File: config.mk
export PLATFORM = sky130hd
export DESIGN_NAME = acc_cpu_core
export DESIGN_NICKNAME = d
export VERILOG_FILES = /design/src/rtl/acc_cpu_pkg.sv /design/src/rtl/acc_cpu_timer.sv /design/src/rtl/acc_cpu_decode.sv /design/src/rtl/acc_cpu_ctl.sv /design/src/rtl/acc_cpu_core.sv
export SDC_FILE = /design/constraint.sdc
export NUM_CORES = 1
export LEC_CHECK = 0
export BUFFER_PORTS_ARGS = -buffer_cell sky130_fd_sc_hd__buf_2
export CAP_MARGIN = 25
export CORE_MARGIN = 2
export CORE_UTILIZATION = 43
export DETAILED_ROUTE_END_ITERATION = 6
export PLACE_DENSITY = 0.71
export SETUP_SLACK_MARGIN = 0.02
export SLEW_MARGIN = 20
export SYNTH_ARGS = -nofsm -noshare
export SYNTH_HDL_FRONTEND = slang
export SYNTH_HIERARCHICAL = 1
export SYNTH_SLANG_ARGS = --single-unit
File: constraint.sdc
create_clock -name clk -period 6.5 [get_ports clk]
set_clock_uncertainty 0.2 [all_clocks]
set_input_delay 0.325 -clock clk [delete_from_list [all_inputs] [get_ports clk]]
set_output_delay 0.325 -clock clk [all_outputs]
set_load 0.02 [all_outputs]
File: src/rtl/acc_cpu_pkg.sv
package acc_cpu_pkg;

  localparam int OP_W = 4;
  localparam int NPH  = 6;

  // phase indices into the one-hot phase vector
  localparam int T1 = 0;
  localparam int T2 = 1;
  localparam int T3 = 2;
  localparam int T4 = 3;
  localparam int T5 = 4;
  localparam int T6 = 5;

  typedef enum logic [OP_W-1:0] {
    OP_ADD = 4'd0,
    OP_AND = 4'd1,
    OP_LDA = 4'd2,
    OP_STA = 4'd3,
    OP_CLA = 4'd4,
    OP_CIL = 4'd5,
    OP_IN  = 4'd6,
    OP_CMA = 4'd7,
    OP_JZ  = 4'd8,
    OP_OUT = 4'd9,
    OP_HLT = 4'd15
  } op_e;

  // decoded instruction line positions
  localparam int L_ADD  = 0;
  localparam int L_AND  = 1;
  localparam int L_LDA  = 2;
  localparam int L_STA  = 3;
  localparam int L_CLA  = 4;
  localparam int L_CIL  = 5;
  localparam int L_IN   = 6;
  localparam int L_CMA  = 7;
  localparam int L_JZ   = 8;
  localparam int L_OUT  = 9;
  localparam int L_HLT  = 10;
  localparam int NLINES = 11;

  localparam op_e LINE_OP [NLINES] = '{
    OP_ADD, OP_AND, OP_LDA, OP_STA, OP_CLA, OP_CIL,
    OP_IN, OP_CMA, OP_JZ, OP_OUT, OP_HLT
  };

  typedef struct packed {
    logic mar_from_pc;
    logic mar_from_mdr;
    logic mdr_from_mem;
    logic mdr_from_ac;
    logic mem_wr;
    logic pc_inc;
    logic pc_load;
    logic opc_load;
    logic ac_add;
    logic ac_and;
    logic ac_clr;
    logic ac_rol;
    logic ac_mdr;
    logic ac_in;
    logic ac_not;
    logic out_load;
    logic halt;
  } ctl_t;

endpackage

File: src/rtl/acc_cpu_timer.sv
module acc_cpu_timer
  import acc_cpu_pkg::*;
#(
  parameter int PHASES = NPH
) (
  input  logic              clk,
  input  logic              rst_n,
  input  logic              start,
  input  logic              halt,
  output logic              run,
  output logic [PHASES-1:0] phase
);

  always_ff @(posedge clk or negedge rst_n) begin
    if (!rst_n) begin
      run   <= 1'b0;
      phase <= '0;
    end else if (run && halt) begin
      run   <= 1'b0;
      phase <= '0;
    end else if (!run && start) begin
      run   <= 1'b1;
      phase <= PHASES'(1);
    end else if (run) begin
      phase <= {phase[PHASES-2:0], phase[PHASES-1]};
    end
  end

  AST_PHASE_WRAP: assert property (@(posedge clk) disable iff (!rst_n)
    (run && phase[PHASES-1]) |=> (run && phase[0]));
  AST_START_IGNORED: assert property (@(posedge clk) disable iff (!rst_n)
    (run && start && !halt && !phase[PHASES-1]) |=> (run && !phase[0]));
  AST_IDLE_FROZEN: assert property (@(posedge clk) disable iff (!rst_n)
    (!run && !start) |=> (!run && phase == '0));

endmodule

File: src/rtl/acc_cpu_decode.sv
module acc_cpu_decode
  import acc_cpu_pkg::*;
(
  input  logic [OP_W-1:0]   opc,
  output logic [NLINES-1:0] ins
);

  for (genvar i = 0; i < NLINES; i++) begin : g_line
    assign ins[i] = (opc == LINE_OP[i]);
  end

endmodule

File: src/rtl/acc_cpu_ctl.sv
module acc_cpu_ctl
  import acc_cpu_pkg::*;
(
  input  logic [NPH-1:0]    phase,
  input  logic [NLINES-1:0] ins,
  input  logic              ac_zero,
  output ctl_t              ctl
);

  logic mem_op;
  logic read_op;

  assign read_op = ins[L_ADD] | ins[L_AND] | ins[L_LDA];
  assign mem_op  = read_op | ins[L_STA];

  always_comb begin
    ctl              = '0;
    // fetch, common to every instruction
    ctl.mar_from_pc  = phase[T1];
    ctl.pc_inc       = phase[T2];
    ctl.opc_load     = phase[T3];
    ctl.mdr_from_mem = phase[T2] | (phase[T5] & read_op);
    // operand address and single-phase work
    ctl.mar_from_mdr = phase[T4] & mem_op;
    ctl.mdr_from_ac  = phase[T4] & ins[L_STA];
    ctl.pc_load      = phase[T4] & ins[L_JZ] & ac_zero;
    ctl.ac_clr       = phase[T4] & ins[L_CLA];
    ctl.ac_rol       = phase[T4] & ins[L_CIL];
    ctl.ac_in        = phase[T4] & ins[L_IN];
    ctl.ac_not       = phase[T4] & ins[L_CMA];
    ctl.out_load     = phase[T4] & ins[L_OUT];
    ctl.halt         = phase[T4] & ins[L_HLT];
    // memory access and execute
    ctl.mem_wr       = phase[T5] & ins[L_STA];
    ctl.ac_add       = phase[T6] & ins[L_ADD];
    ctl.ac_and       = phase[T6] & ins[L_AND];
    ctl.ac_mdr       = phase[T6] & ins[L_LDA];
  end

endmodule

File: src/rtl/acc_cpu_core.sv
module acc_cpu_core
  import acc_cpu_pkg::*;
#(
  parameter int DATA_W = 16
) (
  input  logic                   clk,
  input  logic                   rst_n,
  input  logic                   start,
  output logic [DATA_W-OP_W-1:0] mem_addr,
  output logic [DATA_W-1:0]      mem_wdata,
  input  logic [DATA_W-1:0]      mem_rdata,
  output logic                   mem_we,
  input  logic [DATA_W-1:0]      in_data,
  output logic [DATA_W-1:0]      out_data
);

  localparam int ADDR_W = DATA_W - OP_W;

  logic [DATA_W-1:0] ac, ac_nxt, mdr, inr, out_r;
  logic [ADDR_W-1:0] mar, pc;
  logic [OP_W-1:0]   opc;
  logic              run;
  logic [NPH-1:0]    phase;
  logic [NLINES-1:0] ins;
  ctl_t              ctl;

  acc_cpu_timer #(.PHASES(NPH)) u_timer (
    .clk   (clk),
    .rst_n (rst_n),
    .start (start),
    .halt  (ctl.halt),
    .run   (run),
    .phase (phase)
  );

  acc_cpu_decode u_dec (
    .opc (opc),
    .ins (ins)
  );

  acc_cpu_ctl u_ctl (
    .phase   (phase),
    .ins     (ins),
    .ac_zero (ac == '0),
    .ctl     (ctl)
  );

  always_comb begin
    ac_nxt = ac;
    if (ctl.ac_add)      ac_nxt = ac + mdr;
    else if (ctl.ac_and) ac_nxt = ac & mdr;
    else if (ctl.ac_mdr) ac_nxt = mdr;
    else if (ctl.ac_clr) ac_nxt = '0;
    else if (ctl.ac_rol) ac_nxt = {ac[DATA_W-2:0], ac[DATA_W-1]};
    else if (ctl.ac_in)  ac_nxt = inr;
    else if (ctl.ac_not) ac_nxt = ~ac;
  end

  always_ff @(posedge clk or negedge rst_n) begin
    if (!rst_n) begin
      ac    <= '0;
      mdr   <= '0;
      inr   <= '0;
      out_r <= '0;
      mar   <= '0;
      pc    <= '0;
      opc   <= '0;
    end else begin
      ac  <= ac_nxt;
      inr <= in_data;
      if (ctl.mar_from_pc)       mar <= pc;
      else if (ctl.mar_from_mdr) mar <= mdr[ADDR_W-1:0];
      if (ctl.mdr_from_mem)      mdr <= mem_rdata;
      else if (ctl.mdr_from_ac)  mdr <= ac;
      if (ctl.pc_inc)            pc  <= pc + 1'b1;
      else if (ctl.pc_load)      pc  <= mdr[ADDR_W-1:0];
      if (ctl.opc_load)          opc <= mdr[DATA_W-1 -: OP_W];
      if (ctl.out_load)          out_r <= ac;
    end
  end

  assign mem_addr  = mar;
  assign mem_wdata = mdr;
  assign mem_we    = ctl.mem_wr;
  assign out_data  = out_r;

  AST_FETCH_ADDR: assert property (@(posedge clk) disable iff (!rst_n)
    (run && phase[T1]) |=> (mem_addr == $past(pc)));
  AST_PC_STEP: assert property (@(posedge clk) disable iff (!rst_n)
    (run && phase[T2]) |=> (pc == $past(pc) + 1'b1));
  AST_WE_SINGLE: assert property (@(posedge clk) disable iff (!rst_n)
    mem_we |=> !mem_we);
  AST_WE_DATA: assert property (@(posedge clk) disable iff (!rst_n)
    mem_we |-> (mem_wdata == ac));
  AST_OUT_HOLD: assert property (@(posedge clk) disable iff (!rst_n)
    (run && !(phase[T4] && ins[L_OUT])) |=> $stable(out_data));
  AST_JZ_FALLTHRU: assert property (@(posedge clk) disable iff (!rst_n)
    (phase[T4] && ins[L_JZ] && ac != '0) |=> $stable(pc));
  AST_IDLE_QUIET: assert property (@(posedge clk) disable iff (!rst_n)
    (!run && !start) |=> (!mem_we && $stable(mem_addr)));
  AST_SPARE_OP_NOP: assert property (@(posedge clk) disable iff (!rst_n)
    (run && phase[T4] && ins == '0) |=> ($stable(ac) && $stable(out_data) && !mem_we));

endmodule

==> impl.org <==
** Synth
- Cell taking the most area after synthesis :: dfrtp_1
- Synthesized area per cell :: ~9.7 um2
- Cell count after synthesis :: approximately 600
- Of the synthesized area, sequential elements account for around 43%.
- The synthesized netlist occupies a cell area of 5790 um2.
- After synthesis the netlist holds a flip-flop and latch count of between 90 and 100.
- In the synthesized netlist the dominant register cell turns out to be dfrtp_1.
- Post-synthesis cell type count :: between 60 and 70
- Counting every net in the synthesized netlist gives 650.
- Leading post-synthesis cells by cell area :: dfrtp_1 (43%), mux2i_1 (5.2%), a21oi_1 (4.2%)
- Synthesis warning total :: 6
- The synthesized design devotes to its leading area cell type a little over two fifths of total area.
- In the synthesized netlist the async set-or-reset flop fraction comes to 100%.
- Most frequent cells after synthesis :: dfrtp_1 (99), a21oi_1 (48), nand2_1 (45)
- dfrtp_1 is the most common cell in the netlist.
- In this run, synthesis inferred 0 flip-flops with an integrated enable.

** Clock network
- After clock tree synthesis, the clock-pin slew on the worst setup and hold paths is approximately 0.07 ns.
- TritonCTS Buffers :: 9
- The clock passes through at most 2 buffers.
- # H-tree levels :: 3
- The clock net in this run drives a total of around 100 sinks.
- TritonCTS built the clock tree.
- Post-cts gate resize count :: 0
- For the worst-skew pair, the clock arrives at the later sink with an insertion delay of 0.36 ns.
- Root Buffer Master :: clkbuf_16

** Routing
- In this run the remaining antenna-violating nets after routing total 0.
- The routed design has 15.1 mm of wire.
- Post-DR vias/cell :: 5.86
- In this run, the number of DRC markers left after iteration 0 of detailed routing was between 300 and 400.
- Router iterations before antenna repair :: 5
- The routed layout has 5038 vias.
- Average wire length per cell after detail routing :: about 18 um
- # DRC :: 0

** STA
- In the finished design, the share of the clock period the worst path needs comes to between 50% and 60%.
- Based on the critical path, the design can be clocked at up to between 200 and 300 MHz.
- The count of final max-slew check failures is 0.
- Number of hold-slack violations in the final timing report :: 0
- Setup TNS :: 0 ns
- Measured against its own limit, the worst slew margin works out to approximately 32%.
- Final setup violation count :: 0
- For the pin with the worst max-slew slack, the measured transition is a little over 1 ns.
- Unrepaired setup endpoints after global routing :: no
- Smallest hold slack :: between 0.008 and 0.009 ns
- Across all setup checks in the final design, the least slack found is roughly 2.9 ns.
- Min cycle time layout :: between 3 and 4 ns

** Hold path
- Worst min path class :: primary input to register
- Worst hold path startpoint :: mem_rdata[2]
- The worst hold path passes through 3 cells.
- The worst hold path terminates at mem_wdata[2]$_DFFE_PN0P_.

** Worst setup path
- Setup CP Type :: register to register
- Critical path data required time :: approximately 6.5 ns
- For flop-to-flop paths, the worst setup slack is 2.89 ns.
- Data arrival time of the worst path :: roughly 3.6 ns
- Worst R2R Start :: opc[3]$_DFFE_PN0P_
- Nature of the critical path endpoint :: register
- Crit path max fanout :: 33
- Counting cells, the worst reg-to-reg path comes to 8.
- Critical Path Start Type :: register
- The worst register-to-register path ends at ac[2]$_DFFE_PN0P_.

** GRT
- The first global-routing pass estimated between 20 and 25 mm of wire.
- Total global routing overflow :: 0
- Total Routing Usage GR :: between 20% and 30%
- Entering global routing, the biggest net connects between 50 and 60 pins.
- The number of global-route vias before repair came to 4797.
- Number of antenna violations at the first check in global routing :: 0

** Placed design
- Detailed placement finished with a half-perimeter wire length of roughly 10 mm.
- Dpl cell area :: 6230 um2
- Routability congestion estimate from global placement :: 0.877
- Placement-stage worst setup slack :: 2.69 ns
- After detailed placement, the design holds a cell count of around 810.
- # port buffers :: 79

** Floorplanning
- After floorplanning, the core was sized to cover roughly 13000 um2.
- Once the floorplan was initialized, standard cells occupied a little over two fifths of the core.
- The floorplan has 42 rows.
- In this run the count of I/O pins placed on the die edge is 80.
- Die Ht :: around 120 um
- Width of the die :: 120 um
- Die area :: 14400 um2

** Power
- Max rail drop VDD :: approximately 0.19 mV
- Leakage dissipation :: 2.97 nW
- PD cells :: 479 nW/um2
- Overall power consumption :: 3.31 mW

** Job
- The tool flagged a number of max-cap violations equal to 0.

** Finish
- Measured on the finished design, the core utilization comes to 52.4%.
- In the final layout, the share of cells above drive strength 1 is about a fifth.
- After routing the design area is 6910 um2.
- Area overhead of the layout relative to synthesis :: 19.5%
- The filler cells instantiated in the layout total approximately 1200.
- The finished layout holds 860 standard cells, fillers aside.
- The final layout contains between 700 and 800 nets.
- The repair_antennas step left the layout with diodes totalling 0.

** Outcome
- The flow ran to the end, and the final reports show no timing, DRC or antenna violations.
==> cells in the final DEF (no fill, tap or decap), types with 18 or more instances in the layout <==
cell and count:
nand2_1 45, dlygate4sd3_1 30, a211oi_1 24, nor2b_1 18, mux2_2 20, a21oi_1 48
dfrtp_1 99, buf_2 78, nor2_1 39, mux2i_1 30, o21ai_0 39
==> layer usage <==
metal / up-vias / part of all wire (%) / GRT usage [%] / routed length [um]
met5: - / 0 / 0 / 0
met4: 0 / 0.91 / 5.66 / 138
li1: 2403 / - / - / -
met2: 163 / 49 / 36.0 / 7470
met1: 2456 / 44 / 29.3 / 6670
met3: 16 / 5.6 / 4.66 / 852
==> area by class of cell <==
class	instances	area, um2	area share [%]
clock inverter	7	148	2.14
tap	176	220	3.18
sequential	99	2480	35.8
inverter	17	63.8	0.923
clock buffer	9	225	3.26
multi-input combinational	440	3060	44.2
timing repair buffer	112	724	10.5
==> worst max-delay path, cell delays in order, from the launching register on <==
cell,delay [ns]
dfrtp_1,0.56
and4bb_1,0.26
and2_2,0.38
or4_1,0.64
nor2_1,0.58
buf_4,0.36
a21oi_1,0.08
a221oi_1,0.32
a21oi_1,0.07
==> registers in the layout, summed over array words and instances (netlist names) <==
name           count
opc                4
u_timer/run        1
inr               16
out_data          16
ac                16
u_timer/phase      6
pc                12
mem_addr          12
mem_wdata         16
==> how the worst max path moves through the flow <==
stage | start | endpoint | slack [ns] | cells after the start
6_report | opc[3]$_DFFE_PN0P_ | ac[2]$_DFFE_PN0P_ | 2.89 | 8
5_1_grt | opc[3]$_DFFE_PN0P_ | ac[5]$_DFFE_PN0P_ | 2.61 | 8
4_1_cts | opc[3]$_DFFE_PN0P_ | ac[2]$_DFFE_PN0P_ | 2.67 | 8
3_5_place_dp | opc[3]$_DFFE_PN0P_ | ac[2]$_DFFE_PN0P_ | 2.69 | 8
3_3_place_gp | opc[3]$_DFFE_PN0P_ | ac[8]$_DFFE_PN0P_ | 2.86 | 8
2_1_floorplan | mem_wdata[0]$_DFFE_PN0P_ | ac[12]$_DFFE_PN0P_ | 3.70 | 7
==> logic make-up (layout without fill, tap and decap cells) <==
kind of cell	after synthesis	in the layout	share of synthesized area, %
xor gates and xnor gates	6	6	0.908
adders and majority gates	18	18	4.02
AOI/OAI and AO/OA	185	185	21.4
buffers and inverters	58	145	4.41
DFF	99	99	42.8
and+or+nand+nor	181	181	17.3
muxes	50	50	9.08
==> power by group <==
| group | leakage (nW) | switching [mW] | internal (mW) | total [mW] |
|---|---|---|---|---|
| clock | 0.178 | 0.245 | 0.418 | 0.664 |
| combinational | 1.56 | 0.819 | 0.621 | 1.44 |
| sequential | 1.23 | 0.378 | 0.827 | 1.21 |
| total | 2.97 | 1.44 | 1.87 | 3.31 |
==> what timing repair did <==
| action | 4_1_cts | 5_1_grt |
|---|---|---|
| endpoints found under the hold margin | 75 | 0 |
| buffers inserted | 0 | 0 |
| hold buffers | 30 | 0 |
(Power assumes the default switching activity.)
